[config.mk]
export PLATFORM = sky130hd
export DESIGN_NAME = rx_ring_dma
export DESIGN_NICKNAME = d
export VERILOG_FILES = /design/src/rtl/rxr_pkg.sv /design/src/rtl/rxr_ring_ptr.sv /design/src/rtl/rxr_size_dec.sv /design/src/rtl/rxr_ctrl.sv /design/src/rtl/rx_ring_dma.sv
export SDC_FILE = /design/constraint.sdc
export NUM_CORES = 1
export LEC_CHECK = 0
export BUFFER_PORTS_ARGS = -buffer_cell sky130_fd_sc_hd__buf_2
export CORE_UTILIZATION = 47
export DETAILED_ROUTE_END_ITERATION = 16
export GPL_TIMING_DRIVEN = 0
export PLACE_DENSITY = 0.74
export SKIP_CTS_REPAIR_TIMING = 1
export SYNTH_ARGS = -nofsm -noshare
export SYNTH_HDL_FRONTEND = slang
export SYNTH_SLANG_ARGS = --single-unit
[constraint.sdc]
create_clock -name clk -period 8.4 [get_ports clk]
set_input_delay 1.68 -clock clk [delete_from_list [all_inputs] [get_ports clk]]
set_output_delay 1.68 -clock clk [all_outputs]
set_load 0.005 [all_outputs]
[src/rtl/rxr_pkg.sv]
package rxr_pkg;
  localparam int unsigned OWN_B  = 31;
  localparam int unsigned ERR_B  = 30;
  localparam int unsigned BUFF_B = 26;
  localparam int unsigned STP_B  = 25;
  localparam int unsigned ENP_B  = 24;
  localparam int unsigned FLD_W  = 12;

  localparam logic [7:0] LAYOUT_PLAIN = 8'd2;
  localparam logic [7:0] LAYOUT_SWAP  = 8'd3;

  typedef enum logic [3:0] {
    S_IDLE, S_RD_OWN, S_RD_BUF, S_FILL, S_WR_BYTE,
    S_RD_NEXT, S_WR_FLG, S_WR_CNT, S_WR_FIRST, S_DRAIN
  } rx_state_e;

  typedef enum logic [1:0] { RT_ADDR, RT_CNT, RT_FIN } flg_ret_e;
endpackage

[src/rtl/rxr_ring_ptr.sv]
module rxr_ring_ptr #(
  parameter int IDXW = 8
) (
  input  logic            clk,
  input  logic            rst_n,
  input  logic            adv,
  input  logic [IDXW-1:0] ring_len,
  output logic [IDXW-1:0] idx,
  output logic [IDXW-1:0] idx_nxt
);
  logic [IDXW-1:0] inc;
  assign inc     = idx + 1'b1;
  assign idx_nxt = (inc == ring_len) ? '0 : inc;

  always_ff @(posedge clk or negedge rst_n) begin
    if (!rst_n)   idx <= '0;
    else if (adv) idx <= idx_nxt;
  end

  AST_IDX_IN_RING: assert property (@(posedge clk) disable iff (!rst_n)
    (ring_len != '0) |-> (idx < ring_len));
endmodule

[src/rtl/rxr_size_dec.sv]
module rxr_size_dec #(
  parameter int FW = 12
) (
  input  logic [FW-1:0] field,
  output logic [FW-1:0] size
);
  // stored as a negative count: usable bytes are the inverse of field-1
  assign size = ~(field - FW'(1));
endmodule

[src/rtl/rxr_ctrl.sv]
module rxr_ctrl
  import rxr_pkg::*;
#(
  parameter int AW        = 32,
  parameter int IDXW      = 8,
  parameter int MAX_FRAME = 1518
) (
  input  logic             clk,
  input  logic             rst_n,
  input  logic             rx_en,
  input  logic [AW-1:0]    ring_base,
  input  logic [7:0]       layout_sel,
  input  logic [IDXW-1:0]  idx,
  input  logic [IDXW-1:0]  idx_nxt,
  output logic             adv,
  output logic [FLD_W-1:0] size_field,
  input  logic [FLD_W-1:0] buf_size,
  input  logic             in_valid,
  output logic             in_ready,
  input  logic [7:0]       in_data,
  input  logic             in_last,
  output logic             mem_req,
  output logic             mem_we,
  output logic [AW-1:0]    mem_addr,
  output logic [31:0]      mem_wdata,
  output logic [3:0]       mem_be,
  input  logic [31:0]      mem_rdata,
  input  logic             mem_ready,
  output logic             rx_int
);
  localparam int CW = $clog2(MAX_FRAME + 1);

  rx_state_e        st;
  flg_ret_e         ret;
  logic [AW-1:0]    cur_d, first_d, nxt_d, buf_a;
  logic [31:0]      cur_f, first_f, nxt_f;
  logic             is_first, drain_after, last_q;
  logic [7:0]       byte_q;
  logic [FLD_W-1:0] fill, fill_nx;
  logic [CW-1:0]    stored, stored_nx;

  logic          style_ok, swap, done;
  logic [AW-1:0] addr_off, cnt_off, head_d, nxt_head, byte_addr;

  assign style_ok   = (layout_sel == LAYOUT_PLAIN) || (layout_sel == LAYOUT_SWAP);
  assign swap       = (layout_sel == LAYOUT_SWAP);
  assign addr_off   = swap ? AW'(8) : '0;
  assign cnt_off    = swap ? '0 : AW'(8);
  assign head_d     = ring_base + AW'({idx, 4'b0000});
  assign nxt_head   = ring_base + AW'({idx_nxt, 4'b0000});
  assign byte_addr  = buf_a + AW'(fill);
  assign fill_nx    = fill + 1'b1;
  assign stored_nx  = stored + 1'b1;
  assign size_field = cur_f[FLD_W-1:0];
  assign done       = mem_req && mem_ready;
  assign adv        = done && (st == S_RD_NEXT || st == S_WR_CNT);

  always_comb begin
    mem_req   = 1'b0;
    mem_we    = 1'b0;
    mem_addr  = '0;
    mem_wdata = '0;
    mem_be    = 4'hF;
    in_ready  = 1'b0;
    unique case (st)
      S_RD_OWN:  begin mem_req = 1'b1; mem_addr = head_d + AW'(4); end
      S_RD_BUF:  begin mem_req = 1'b1; mem_addr = cur_d + addr_off; end
      S_RD_NEXT: begin mem_req = 1'b1; mem_addr = nxt_head + AW'(4); end
      S_FILL, S_DRAIN: in_ready = 1'b1;
      S_WR_BYTE: begin
        mem_req   = 1'b1;
        mem_we    = 1'b1;
        mem_addr  = {byte_addr[AW-1:2], 2'b00};
        mem_wdata = {4{byte_q}};
        mem_be    = 4'b0001 << byte_addr[1:0];
      end
      S_WR_FLG: begin
        mem_req = 1'b1; mem_we = 1'b1;
        mem_addr = cur_d + AW'(4); mem_wdata = cur_f;
      end
      S_WR_CNT: begin
        mem_req = 1'b1; mem_we = 1'b1;
        mem_addr = cur_d + cnt_off; mem_wdata = 32'(stored) + 32'd4;
      end
      S_WR_FIRST: begin
        mem_req = 1'b1; mem_we = 1'b1;
        mem_addr = first_d + AW'(4);
        mem_wdata = first_f;
        mem_wdata[OWN_B] = 1'b0;
        mem_wdata[STP_B] = 1'b1;
      end
      default: ;
    endcase
  end

  always_ff @(posedge clk or negedge rst_n) begin
    if (!rst_n) begin
      st <= S_IDLE; ret <= RT_FIN;
      cur_d <= '0; first_d <= '0; nxt_d <= '0; buf_a <= '0;
      cur_f <= '0; first_f <= '0; nxt_f <= '0;
      is_first <= 1'b0; drain_after <= 1'b0; last_q <= 1'b0;
      byte_q <= '0; fill <= '0; stored <= '0; rx_int <= 1'b0;
    end else begin
      rx_int <= 1'b0;
      unique case (st)
        S_IDLE: if (in_valid) st <= (rx_en && style_ok) ? S_RD_OWN : S_DRAIN;
        S_RD_OWN: if (done) begin
          if (mem_rdata[OWN_B]) begin
            cur_f <= mem_rdata; first_f <= mem_rdata;
            cur_d <= head_d;    first_d <= head_d;
            is_first <= 1'b1; stored <= '0; drain_after <= 1'b0;
            st <= S_RD_BUF;
          end else st <= S_DRAIN;
        end
        S_RD_BUF: if (done) begin
          buf_a <= mem_rdata[AW-1:0]; fill <= '0; st <= S_FILL;
        end
        S_FILL: if (in_valid) begin
          byte_q <= in_data; last_q <= in_last; st <= S_WR_BYTE;
        end
        S_WR_BYTE: if (done) begin
          fill <= fill_nx; stored <= stored_nx;
          if (last_q || stored_nx == CW'(MAX_FRAME)) begin
            drain_after <= !last_q;
            if (is_first) begin
              first_f[ENP_B] <= 1'b1; st <= S_WR_CNT;
            end else begin
              cur_f[ENP_B] <= 1'b1; cur_f[OWN_B] <= 1'b0;
              ret <= RT_CNT; st <= S_WR_FLG;
            end
          end else if (fill_nx == buf_size) st <= S_RD_NEXT;
          else st <= S_FILL;
        end
        S_RD_NEXT: if (done) begin
          if (mem_rdata[OWN_B]) begin
            nxt_f <= mem_rdata; nxt_d <= nxt_head;
            if (is_first) begin
              cur_f <= mem_rdata; cur_d <= nxt_head; is_first <= 1'b0;
              st <= S_RD_BUF;
            end else begin
              cur_f[OWN_B] <= 1'b0; ret <= RT_ADDR; st <= S_WR_FLG;
            end
          end else begin
            drain_after <= 1'b1;
            if (is_first) begin
              first_f[ERR_B] <= 1'b1; first_f[BUFF_B] <= 1'b1;
              first_f[ENP_B] <= 1'b1; st <= S_WR_FIRST;
            end else begin
              cur_f[ERR_B] <= 1'b1; cur_f[BUFF_B] <= 1'b1;
              cur_f[ENP_B] <= 1'b1; cur_f[OWN_B] <= 1'b0;
              ret <= RT_FIN; st <= S_WR_FLG;
            end
          end
        end
        S_WR_FLG: if (done) begin
          unique case (ret)
            RT_ADDR: begin
              cur_f <= nxt_f; cur_d <= nxt_d; is_first <= 1'b0; st <= S_RD_BUF;
            end
            RT_CNT:  st <= S_WR_CNT;
            default: st <= S_WR_FIRST;
          endcase
        end
        S_WR_CNT: if (done) st <= S_WR_FIRST;
        S_WR_FIRST: if (done) begin
          rx_int <= 1'b1;
          st <= drain_after ? S_DRAIN : S_IDLE;
        end
        S_DRAIN: if (in_valid && in_last) st <= S_IDLE;
        default: st <= S_IDLE;
      endcase
    end
  end

  AST_REQ_HOLD: assert property (@(posedge clk) disable iff (!rst_n)
    (mem_req && !mem_ready) |=> (mem_req && $stable(mem_addr) && $stable(mem_we)
      && $stable(mem_wdata) && $stable(mem_be)));
  AST_HOLD_OFF: assert property (@(posedge clk) disable iff (!rst_n)
    mem_req |-> !in_ready);
  AST_BYTE_STROBE: assert property (@(posedge clk) disable iff (!rst_n)
    (mem_req && mem_we && mem_be != 4'hF) |-> $onehot(mem_be));
  AST_INT_PULSE: assert property (@(posedge clk) disable iff (!rst_n)
    rx_int |=> !rx_int);
  AST_INT_AFTER_WRITE: assert property (@(posedge clk) disable iff (!rst_n)
    rx_int |-> $past(mem_req && mem_we && mem_ready));
endmodule

[src/rtl/rx_ring_dma.sv]
module rx_ring_dma
  import rxr_pkg::*;
#(
  parameter int AW        = 32,
  parameter int IDXW      = 8,
  parameter int MAX_FRAME = 1518
) (
  input  logic            clk,
  input  logic            rst_n,
  input  logic            rx_en,
  input  logic [AW-1:0]   ring_base,
  input  logic [IDXW-1:0] ring_len,
  input  logic [7:0]      layout_sel,
  input  logic            in_valid,
  output logic            in_ready,
  input  logic [7:0]      in_data,
  input  logic            in_last,
  output logic            mem_req,
  output logic            mem_we,
  output logic [AW-1:0]   mem_addr,
  output logic [31:0]     mem_wdata,
  output logic [3:0]      mem_be,
  input  logic [31:0]     mem_rdata,
  input  logic            mem_ready,
  output logic            rx_int
);
  logic [IDXW-1:0]  idx, idx_nxt;
  logic             adv;
  logic [FLD_W-1:0] size_field, buf_size;

  rxr_ring_ptr #(.IDXW(IDXW)) u_ptr (
    .clk(clk), .rst_n(rst_n), .adv(adv), .ring_len(ring_len),
    .idx(idx), .idx_nxt(idx_nxt)
  );

  rxr_size_dec #(.FW(FLD_W)) u_size (.field(size_field), .size(buf_size));

  rxr_ctrl #(.AW(AW), .IDXW(IDXW), .MAX_FRAME(MAX_FRAME)) u_ctrl (
    .clk(clk), .rst_n(rst_n), .rx_en(rx_en), .ring_base(ring_base),
    .layout_sel(layout_sel), .idx(idx), .idx_nxt(idx_nxt), .adv(adv),
    .size_field(size_field), .buf_size(buf_size),
    .in_valid(in_valid), .in_ready(in_ready), .in_data(in_data), .in_last(in_last),
    .mem_req(mem_req), .mem_we(mem_we), .mem_addr(mem_addr), .mem_wdata(mem_wdata),
    .mem_be(mem_be), .mem_rdata(mem_rdata), .mem_ready(mem_ready), .rx_int(rx_int)
  );
endmodule

After elaboration in Yosys (flattened, before gate mapping):

Cells that the tools add are included.

* bits in registers: 272
* input bits: 94
* output and inout bits: 72
* logic and storage cells: 212

* add/subtract/negate cells: 14
* equal/unequal tests: 35
* shift-type cells: 1
* mux-type cells: 104
* bitwise logic cells: 1
* reduce and logical (&&, ||, !) cells: 35

Operators by type and width (count)
* $mux 32: 12
* $pmux 32 s7: 1
* $add 32x3->32 const B: 4
* $pmux 32 s4: 1
* $add 32x12->32: 3
* $pmux 32 s3: 1
* $mux 31: 3
* $mux 4: 18
* $pmux 24 s3: 1
* $add 32x32->32: 2
* $pmux 4 s10: 1
* $mux 1: 35
* $mux 11: 3
* $mux 12: 2
* $mux 24: 1
* $pmux 12 s2: 1
* $pmux 11 s2: 1
* $ne 2x1->1 const B: 10
* $reduce_and 10->1: 2
* $pmux 6 s3: 1
* $eq 4x3->1 const B: 4
* $eq 8x2->1 const B: 2
* $mux 2: 8
* $ne 2x2->1 const B: 8
* other kinds (41): 65

Depth between registers and ports, before layout:

Gate-level depths: netlist of the first run.

* depth after elaboration: 8
* depth in mapped cells: 20
* mapped depth without buffers: 19

Hierarchy:

A second synthesis of the first run with hierarchy kept.

* cells, all modules: 2112
* area total of the unflattened synthesis: 18511.5 sq um

Modules (own cells, without submodules)
* rxr_ctrl: instances 1, cells each 1987, area an instance 17446.7 sq um, sequential area each 6582.6 sq um
* rxr_ring_ptr: instances 1, cells each 96, area an instance 847.1 sq um, sequential area each 200.2 sq um
* rxr_size_dec: instances 1, cells each 29, area an instance 217.7 sq um, sequential area each 0.0 sq um

Least setup slack after synthesis of the first run:

Ideal clock, no wire load.

* path kind: input -> output
* start: input ring_len[1]
* end: output mem_addr[27]
* arrival time: 6.041 ns
* setup slack: 0.679 ns
* stages on the path: 17
* path buffers: 0
* cell sequence: xor2_1 -> nor3_1 -> nand3_1 -> nor4_1 -> nor2_1 -> ha_1 -> fa_1 -> a211oi_2 -> o21ai_1 -> xor2_1 -> a221oi_1 -> a2111o_1 -> nor3_2 -> nand4_2 -> nor2_1 -> mux2_2 -> o21ai_0

* cells in the longest elaborated chain, start to end: 5

Ends and longest elaborated chain
* from (decl): RTL line rx_ring_dma.sv:12 `input logic [IDXW-1:0] ring_len,`
* $eq 8x8->1: RTL line rxr_ring_ptr.sv:13 `assign idx_nxt = (inc == ring_len) ? '0 : inc;`
* $mux 8: RTL line rxr_ring_ptr.sv:13
* named net idx_nxt[0]: RTL line rx_ring_dma.sv:27 `logic [IDXW-1:0] idx, idx_nxt;`
* $add 32x12->32: RTL line rxr_ctrl.sv:50 `assign nxt_head = ring_base + AW'({idx_nxt, 4'b0000});`
* $add 32x3->32: RTL line rxr_ctrl.sv:68 `S_RD_NEXT: begin mem_req = 1'b1; mem_addr = nxt_head + AW'(4); end`
* $pmux 32 s7: RTL line rxr_ctrl.sv:65 `unique case (st)`
* to (decl): RTL line rx_ring_dma.sv:20 `output logic [AW-1:0] mem_addr,`

The timed path passes the listed nets, and every way through them passes these cells.

Worst setup path after layout of the first run:

* start: input ring_len[2]
* end: output mem_addr[16]

Same word-level chain as after synthesis.

==> results of run 1 <==
==> metal layers <==
metal / up-vias / wire, µm
met2: 1097 / 31000
met4: 0 / 3240
li1: 7998 / -
met5: - / 0
met1: 8997 / 29400
met3: 222 / 7920
==> worst paths after layout <==
path | end | cells after the start
max reg2reg | u_ctrl.cur_d[16]$_DFFE_PN0P_ | 10
min | u_ctrl.nxt_f[31]$_DFFE_PN0P_ | 1
max | mem_addr[16] | 19
max in group asynchronous | u_ctrl.nxt_f[25]$_DFFE_PN0P_ | 3
min in group asynchronous | u_ptr.idx[0]$_DFFE_PN0P_ | 1
min reg2reg | u_ctrl.nxt_f[31]$_DFFE_PN0P_ | 1
==> flip-flops by register name (all words and copies together) (netlist names) <==
register / cells
u_ctrl.buf_a: 32
u_ctrl.byte_q: 8
u_ctrl.cur_d: 32
u_ctrl.cur_f: 32
u_ctrl.drain_after: 1
u_ctrl.fill: 12
u_ctrl.first_d: 32
u_ctrl.first_f: 30
u_ctrl.is_first: 1
u_ctrl.last_q: 1
u_ctrl.nxt_d: 32
u_ctrl.nxt_f: 32
u_ctrl.ret: 2
u_ctrl.rx_int: 1
u_ctrl.st: 4
u_ctrl.stored: 11
u_ptr.idx: 8
==> metrics by stage <==
| step | cell area, µm² | util (%) | hold slack (ns) |
|---|---|---|---|
| 2_1_floorplan | 18500 | - | 0.435 |
| 3_3_place_gp | 20000 | 51.5 | 0.450 |
| 3_5_place_dp | 20000 | 51.7 | 0.453 |
| 4_1_cts | 21300 | 55.0 | 0.470 |
| 5_1_grt | 21400 | 55.1 | 0.496 |
| 6_report | 21400 | 55.1 | 0.469 |
==> logic make-up (layout without fill, tap and decap cells) <==
kind of cell    Yosys count  count (layout)  synth area share [%]
flops                   271             271                  36.6
mux                     152             152                  9.18
buf+inv                 171             392                  3.80
simple gates            755             755                  19.8
fa+ha+maj                40              40                  2.82
other cells               0               1                     0
xor+xnor                191             191                  9.03
compound gates          519             519                  18.8
==> area by class of cell <==
cell class / count / area, µm²
Antenna cell: 1 / 2.50
Buffer: 141 / 593
Clock buffer: 42 / 952
Clock inverter: 19 / 328
Fill cell: 3565 / 17400
Inverter: 29 / 109
Multi-Input combinational cell: 1657 / 11100
Sequential cell: 271 / 6780
Tap cell: 518 / 648
Timing Repair Buffer: 161 / 863
==> where the power goes <==
part           switching [mW]  total, mW  internal, mW
clock                   0.633       1.69          1.06
combinational            2.63       4.20          1.57
sequential              0.524       2.42          1.89
==> cell usage after synthesis (9+ instances only) <==
cell type	count
nand3_1	78
dfrtp_1	270
and3_1	25
a211oi_1	12
inv_1	28
o2111ai_1	9
a31oi_1	48
o31ai_1	13
o211ai_1	14
buf_2	25
o21ai_0	133
a22o_1	10
a221oi_1	16
nand4_1	29
xor2_1	83
nor2_1	175
a22oi_1	50
mux2_2	143
xnor2_1	108
mux2i_1	9
nand2_1	300
clkbuf_1	95
and2_1	13
ha_1	37
nand2b_1	15
a21oi_1	91
buf_1	12
nor2b_1	9
a21o_1	10
o22ai_1	18
nor3_1	38
==> flow_summary.json, run 1 <==
{
  "track_usage_pct": 35.2,
  "netlist_instances": 2099,
  "drtIter0Drc": 2055,
  "die_height_um": 201,
  "path_clk_slew_ns": 0.06,
  "dieArea_um2": 40200,
  "wire_per_inst_um": 25.2,
  "dp_cells": 2777,
  "critPathLaunchType": "input port",
  "start_util_pct": 47.8,
  "r2r_start": "u_ctrl.st[0]$_DFFE_PN0P_",
  "io_pins": 166,
  "slew_viol_final": 0,
  "power_leakage_nw": 9.11,
  "coreArea_um2": 38700,
  "finalClockSkew_ns": 0.0208,
  "powerDensity_nw_per_um2": 389,
  "grt_pass1_wl_mm": 108,
  "area_delta_synth_final_pct": 15.3,
  "clock_latency_ns": 0.55,
  "synth-edff-count": 0,
  "drive_above_1_share_pct": 19.4,
  "crit_family": "simple AND/OR/NAND/NOR gates",
  "slew_headroom_pct": 12.0,
  "worstSetupPathType": "input port to output port",
  "outcome": "finished clean",
  "cp_max_fo": 9,
  "clockBufferDepth": 3,
  "routed_wirelength_mm": 71.5,
  "synth_top_area_cell": "dfrtp_1",
  "layout_commonest_cell": "nand2_1",
  "ys_ff_latch": 271,
  "period_needed_ns": 8.17,
  "io_buffers": 158,
  "cpPeakStageDelay_ns": 0.68,
  "use_met3_pct": 8.96,
  "cts_tree": "done",
  "avgSynthCellArea_um2": 8.83,
  "synth.top_cell.area_share_pct": 36.5,
  "rows": 72,
  "fin_cells": 2839,
  "dr.pass1.iters": 6,
  "rsz0062_at_grt": "false",
  "met2_usage_pct": 52.9,
  "arrival_ns": 6.49,
  "busiest_layer": "met2",
  "syn_area_um2": 18500,
  "crit_buf_inv": 3,
  "antenna_found_initial": 2,
  "timing.final.crit_share_pct": 97.3,
  "place_ws_ns": -0.728,
  "grt.overflow.total": 0,
  "grt_max_degree": 103,
  "clockRootBuffer": "clkbuf_16",
  "cts_buffers": 34,
  "setup_ws_ns": 0.227,
  "dp_hpwl_mm": 53.1,
  "yosys_most_used_dff": "dfrtp_1",
  "layout_common_cells": "300 x nand2_1, 270 x dfrtp_1, 182 x buf_2",
  "power_mw": 8.31,
  "cts_sinks": 271,
  "yosysSeqAreaShare_pct": 36.6,
  "grt_pass1_vias": 17604,
  "hp-start": "u_ctrl.nxt_f[31]$_DFFE_PN0P_",
  "viasPerCell": 6.45,
  "worst_pin_slew_ns": 1.32,
  "vdd_drop_max_v": 0.000166,
  "crit_slowest_cell": "nor4_4",
  "final-setup-viol-count": 0,
  "gp_congestion": 0.997,
  "async_flop_share_pct": 100,
  "yosysWarnings": 0,
  "synthTopCellsByArea": "dfrtp_1 36%, mux2_2 8.7%, nand2_1 6.1%, xnor2_1 5.1%, xor2_1 3.9%",
  "crit_required_ns": 6.72,
  "die_w_um": 201,
  "hold_viol": 0,
  "fmax_ghz": 0.122,
  "ys_types": 103,
  "maxCapViolations": 0,
  "ant_nets": 0,
  "cp-end-kind": "output port",
  "fin_tns_setup_ns": 0,
  "ff2ff_setup_slack_ns": 2.85,
  "min_path_type": "register to register",
  "vias": 18314,
  "synth_nets": 2233,
  "cp_cell_sequence": "buf_2 -> xnor2_1 -> nor3_1 -> nand3_1 -> nor4_4 -> buf_4 -> nor2_1 -> ha_1 -> fa_1 -> a211oi_2 -> o21bai_1 -> mux2i_1 -> o22a_1 -> o2111ai_1 -> nor4_4 -> nand2_1 -> xnor2_1 -> o21ai_0 -> buf_2",
  "grtUsageMet1_pct": 48.1,
  "h-tree-depth": 2,
  "drcViolationCount": 0,
  "startpoint": "ring_len[2]",
  "num-nets-final": 2429
}
Note: power is estimated with default switching activity, not from simulation.
==> run 2, diff against run 1 <==
CTS_BUF_LIST = sky130_fd_sc_hd__clkbuf_2   (was unset)
==> run 2 against run 1 <==
Effect of this change:
- sequential share of layout area grew 0.76 points
- worst setup slack lost 0.0057 ns
- final cell count grew 2.7%
- register-to-register slack lost 0.12 ns
- via count grew 1.5%
- highest routed layer unchanged
==> flow_summary.json, run 2 (synthesis gave the netlist of run 1 again) <==
{
  "drtIter0Drc": 2000,
  "start_util_pct": 47.8,
  "vdd_drop_max_v": 0.000153,
  "final-setup-viol-count": 0,
  "hold_viol": 0,
  "clockBufferDepth": 3,
  "layout_commonest_cell": "nand2_1",
  "crit_required_ns": 6.72,
  "cp_cell_sequence": "ha_1 -> nand2_1 -> nor2_1 -> xnor2_1 -> xnor2_1 -> nor4_4 -> buf_4 -> nor2_1 -> ha_1 -> fa_1 -> a211oi_4 -> o211ai_4 -> nand3_2 -> a221oi_1 -> a221o_1 -> a211oi_4 -> or4b_1 -> buf_4 -> nor2_1 -> mux2_2 -> o21ai_0 -> buf_2",
  "slew_headroom_pct": 9.01,
  "fmax_ghz": 0.122,
  "hold_ws_ns": 0.481,
  "path_depth": 22,
  "wire_per_inst_um": 24.7,
  "startpoint": "u_ptr.idx[1]$_DFFE_PN0P_",
  "layout_common_cells": "300 x nand2_1, 268 x dfrtp_1, 182 x buf_2",
  "area_delta_synth_final_pct": 12.6,
  "antenna_found_initial": 3,
  "drcViolationCount": 0,
  "dr.pass1.iters": 6,
  "multiInputGateArea_um2": 11100,
  "num-nets-final": 2474,
  "grt_max_degree": 103,
  "timing.final.crit_share_pct": 97.4,
  "cp-end-kind": "output port",
  "cts_buffers": 74,
  "cts_sinks": 271,
  "die_height_um": 201,
  "io_pins": 166,
  "rows": 72,
  "coreArea_um2": 38700,
  "power_leakage_nw": 9.01,
  "min_path_type": "register to register",
  "worstSetupPathType": "register to output port",
  "finalClockSkew_ns": 0.108,
  "crit_family": "compound AO/OA/AOI/OAI gates",
  "slew_viol_final": 0,
  "drive_above_1_share_pct": 21.3,
  "vias": 18586,
  "cpMostUsedCell": "nor2_1",
  "viasPerCell": 6.38,
  "grt_pass1_wl_mm": 109,
  "seqCellArea_um2": 6790,
  "reg2reg_to": "u_ctrl.cur_d[3]$_DFFE_PN0P_",
  "worst_pin_slew_ns": 1.36,
  "r2r_start": "u_ctrl.st[1]$_DFFE_PN0P_",
  "critPathLaunchType": "register",
  "dp_hpwl_mm": 53.1,
  "period_needed_ns": 8.18,
  "gp_congestion": 0.997,
  "cpPeakStageDelay_ns": 0.47,
  "place_ws_ns": -0.728,
  "clock_latency_ns": 1.05,
  "die_w_um": 201,
  "clockRootBuffer": "clkbuf_2",
  "outcome": "finished clean",
  "reg2regPathDepth": 10,
  "path_clk_slew_ns": 0.09,
  "track_usage_pct": 35.4,
  "ant_nets": 0,
  "maxCapViolations": 0,
  "cp_max_fo": 10,
  "arrival_ns": 6.50,
  "h-tree-depth": 3,
  "powerDensity_nw_per_um2": 367,
  "dieArea_um2": 40200,
  "critPathCapture": "mem_addr[27]",
  "ff2ff_setup_slack_ns": 2.73,
  "setup_ws_ns": 0.221,
  "cts_tree": "done",
  "crit_slowest_cell": "or4b_1",
  "io_buffers": 158,
  "fillers": 3689,
  "routed_wirelength_mm": 71.9,
  "grt_pass1_vias": 17895,
  "crit_buf_inv": 3,
  "hp-start": "u_ctrl.nxt_f[31]$_DFFE_PN0P_",
  "grt.overflow.total": 0
}
[run 2: cell types whose count changed in the layout (fill, tap and decap cells not counted), sizes merged]
cell and change:
buf +6, clkbuf +59, diode +1, bufinv -6, inv -3, clkinv +19
[run 2: stage by stage]
step	utilization, %	power [mW]	TNS, ns	instance area, µm²	std cells
5_1_grt	53.9	8.05	-0.0288	20900	2914
6_report	53.9	7.66	0	20900	2915
2_1_floorplan	-	4.90	0	18500	2099
3_3_place_gp	51.5	6.35	-6.31	20000	2775
3_5_place_dp	51.7	6.45	-7.93	20000	2777
4_1_cts	53.5	7.47	-12.40	20700	2908
[run 2: power by group]
group          leakage, nW  internal, mW  switching (mW)
clock                0.503         0.394           0.634
combinational         5.18          1.58            2.64
sequential            3.33          1.89           0.524
[run 2: cell type report]
| class | instances | share of cell area (%) |
|---|---|---|
| plain buffers | 140 | 2.84 |
| well taps | 518 | 3.11 |
| clock buffers | 102 | 2.45 |
| inverters | 29 | 0.522 |
| multi-input cells | 1657 | 53.3 |
| diodes | 2 | 0.0240 |
| clock inverters | 29 | 0.852 |
| repair buffers | 167 | 4.41 |
| flip-flops and latches | 271 | 32.5 |
[run 2: layer usage]
metal | vias up | wire, µm | track usage (%)
met4 | 0 | 3350 | 17.3
met3 | 227 | 8030 | 8.99
met5 | - | 0 | 0.119
met2 | 1170 | 30900 | 52.9
met1 | 9065 | 29600 | 47.9
li1 | 8124 | - | -
[run 2: worst reg2reg max path, stage by stage, from the launching register on]
cell and delay, ns:
dfrtp_1 0.46, buf_4 0.21, nand4bb_1 0.34, buf_4 0.29, clkbuf_1 0.51, clkbuf_1 0.72
o22ai_1 0.26, nor3_1 0.98, clkbuf_1 0.64, clkbuf_1 0.84, a31oi_1 0.18
[run 2: worst min path at each step]
stage,endpoint,cells past startpoint
after floorplan,u_ctrl.nxt_f[31]$_DFFE_PN0P_,1
after global placement,u_ctrl.nxt_f[31]$_DFFE_PN0P_,1
after global routing,u_ctrl.nxt_f[31]$_DFFE_PN0P_,1
final,u_ctrl.nxt_f[31]$_DFFE_PN0P_,1
after CTS,u_ctrl.nxt_f[31]$_DFFE_PN0P_,1
after detailed placement,u_ctrl.nxt_f[31]$_DFFE_PN0P_,1
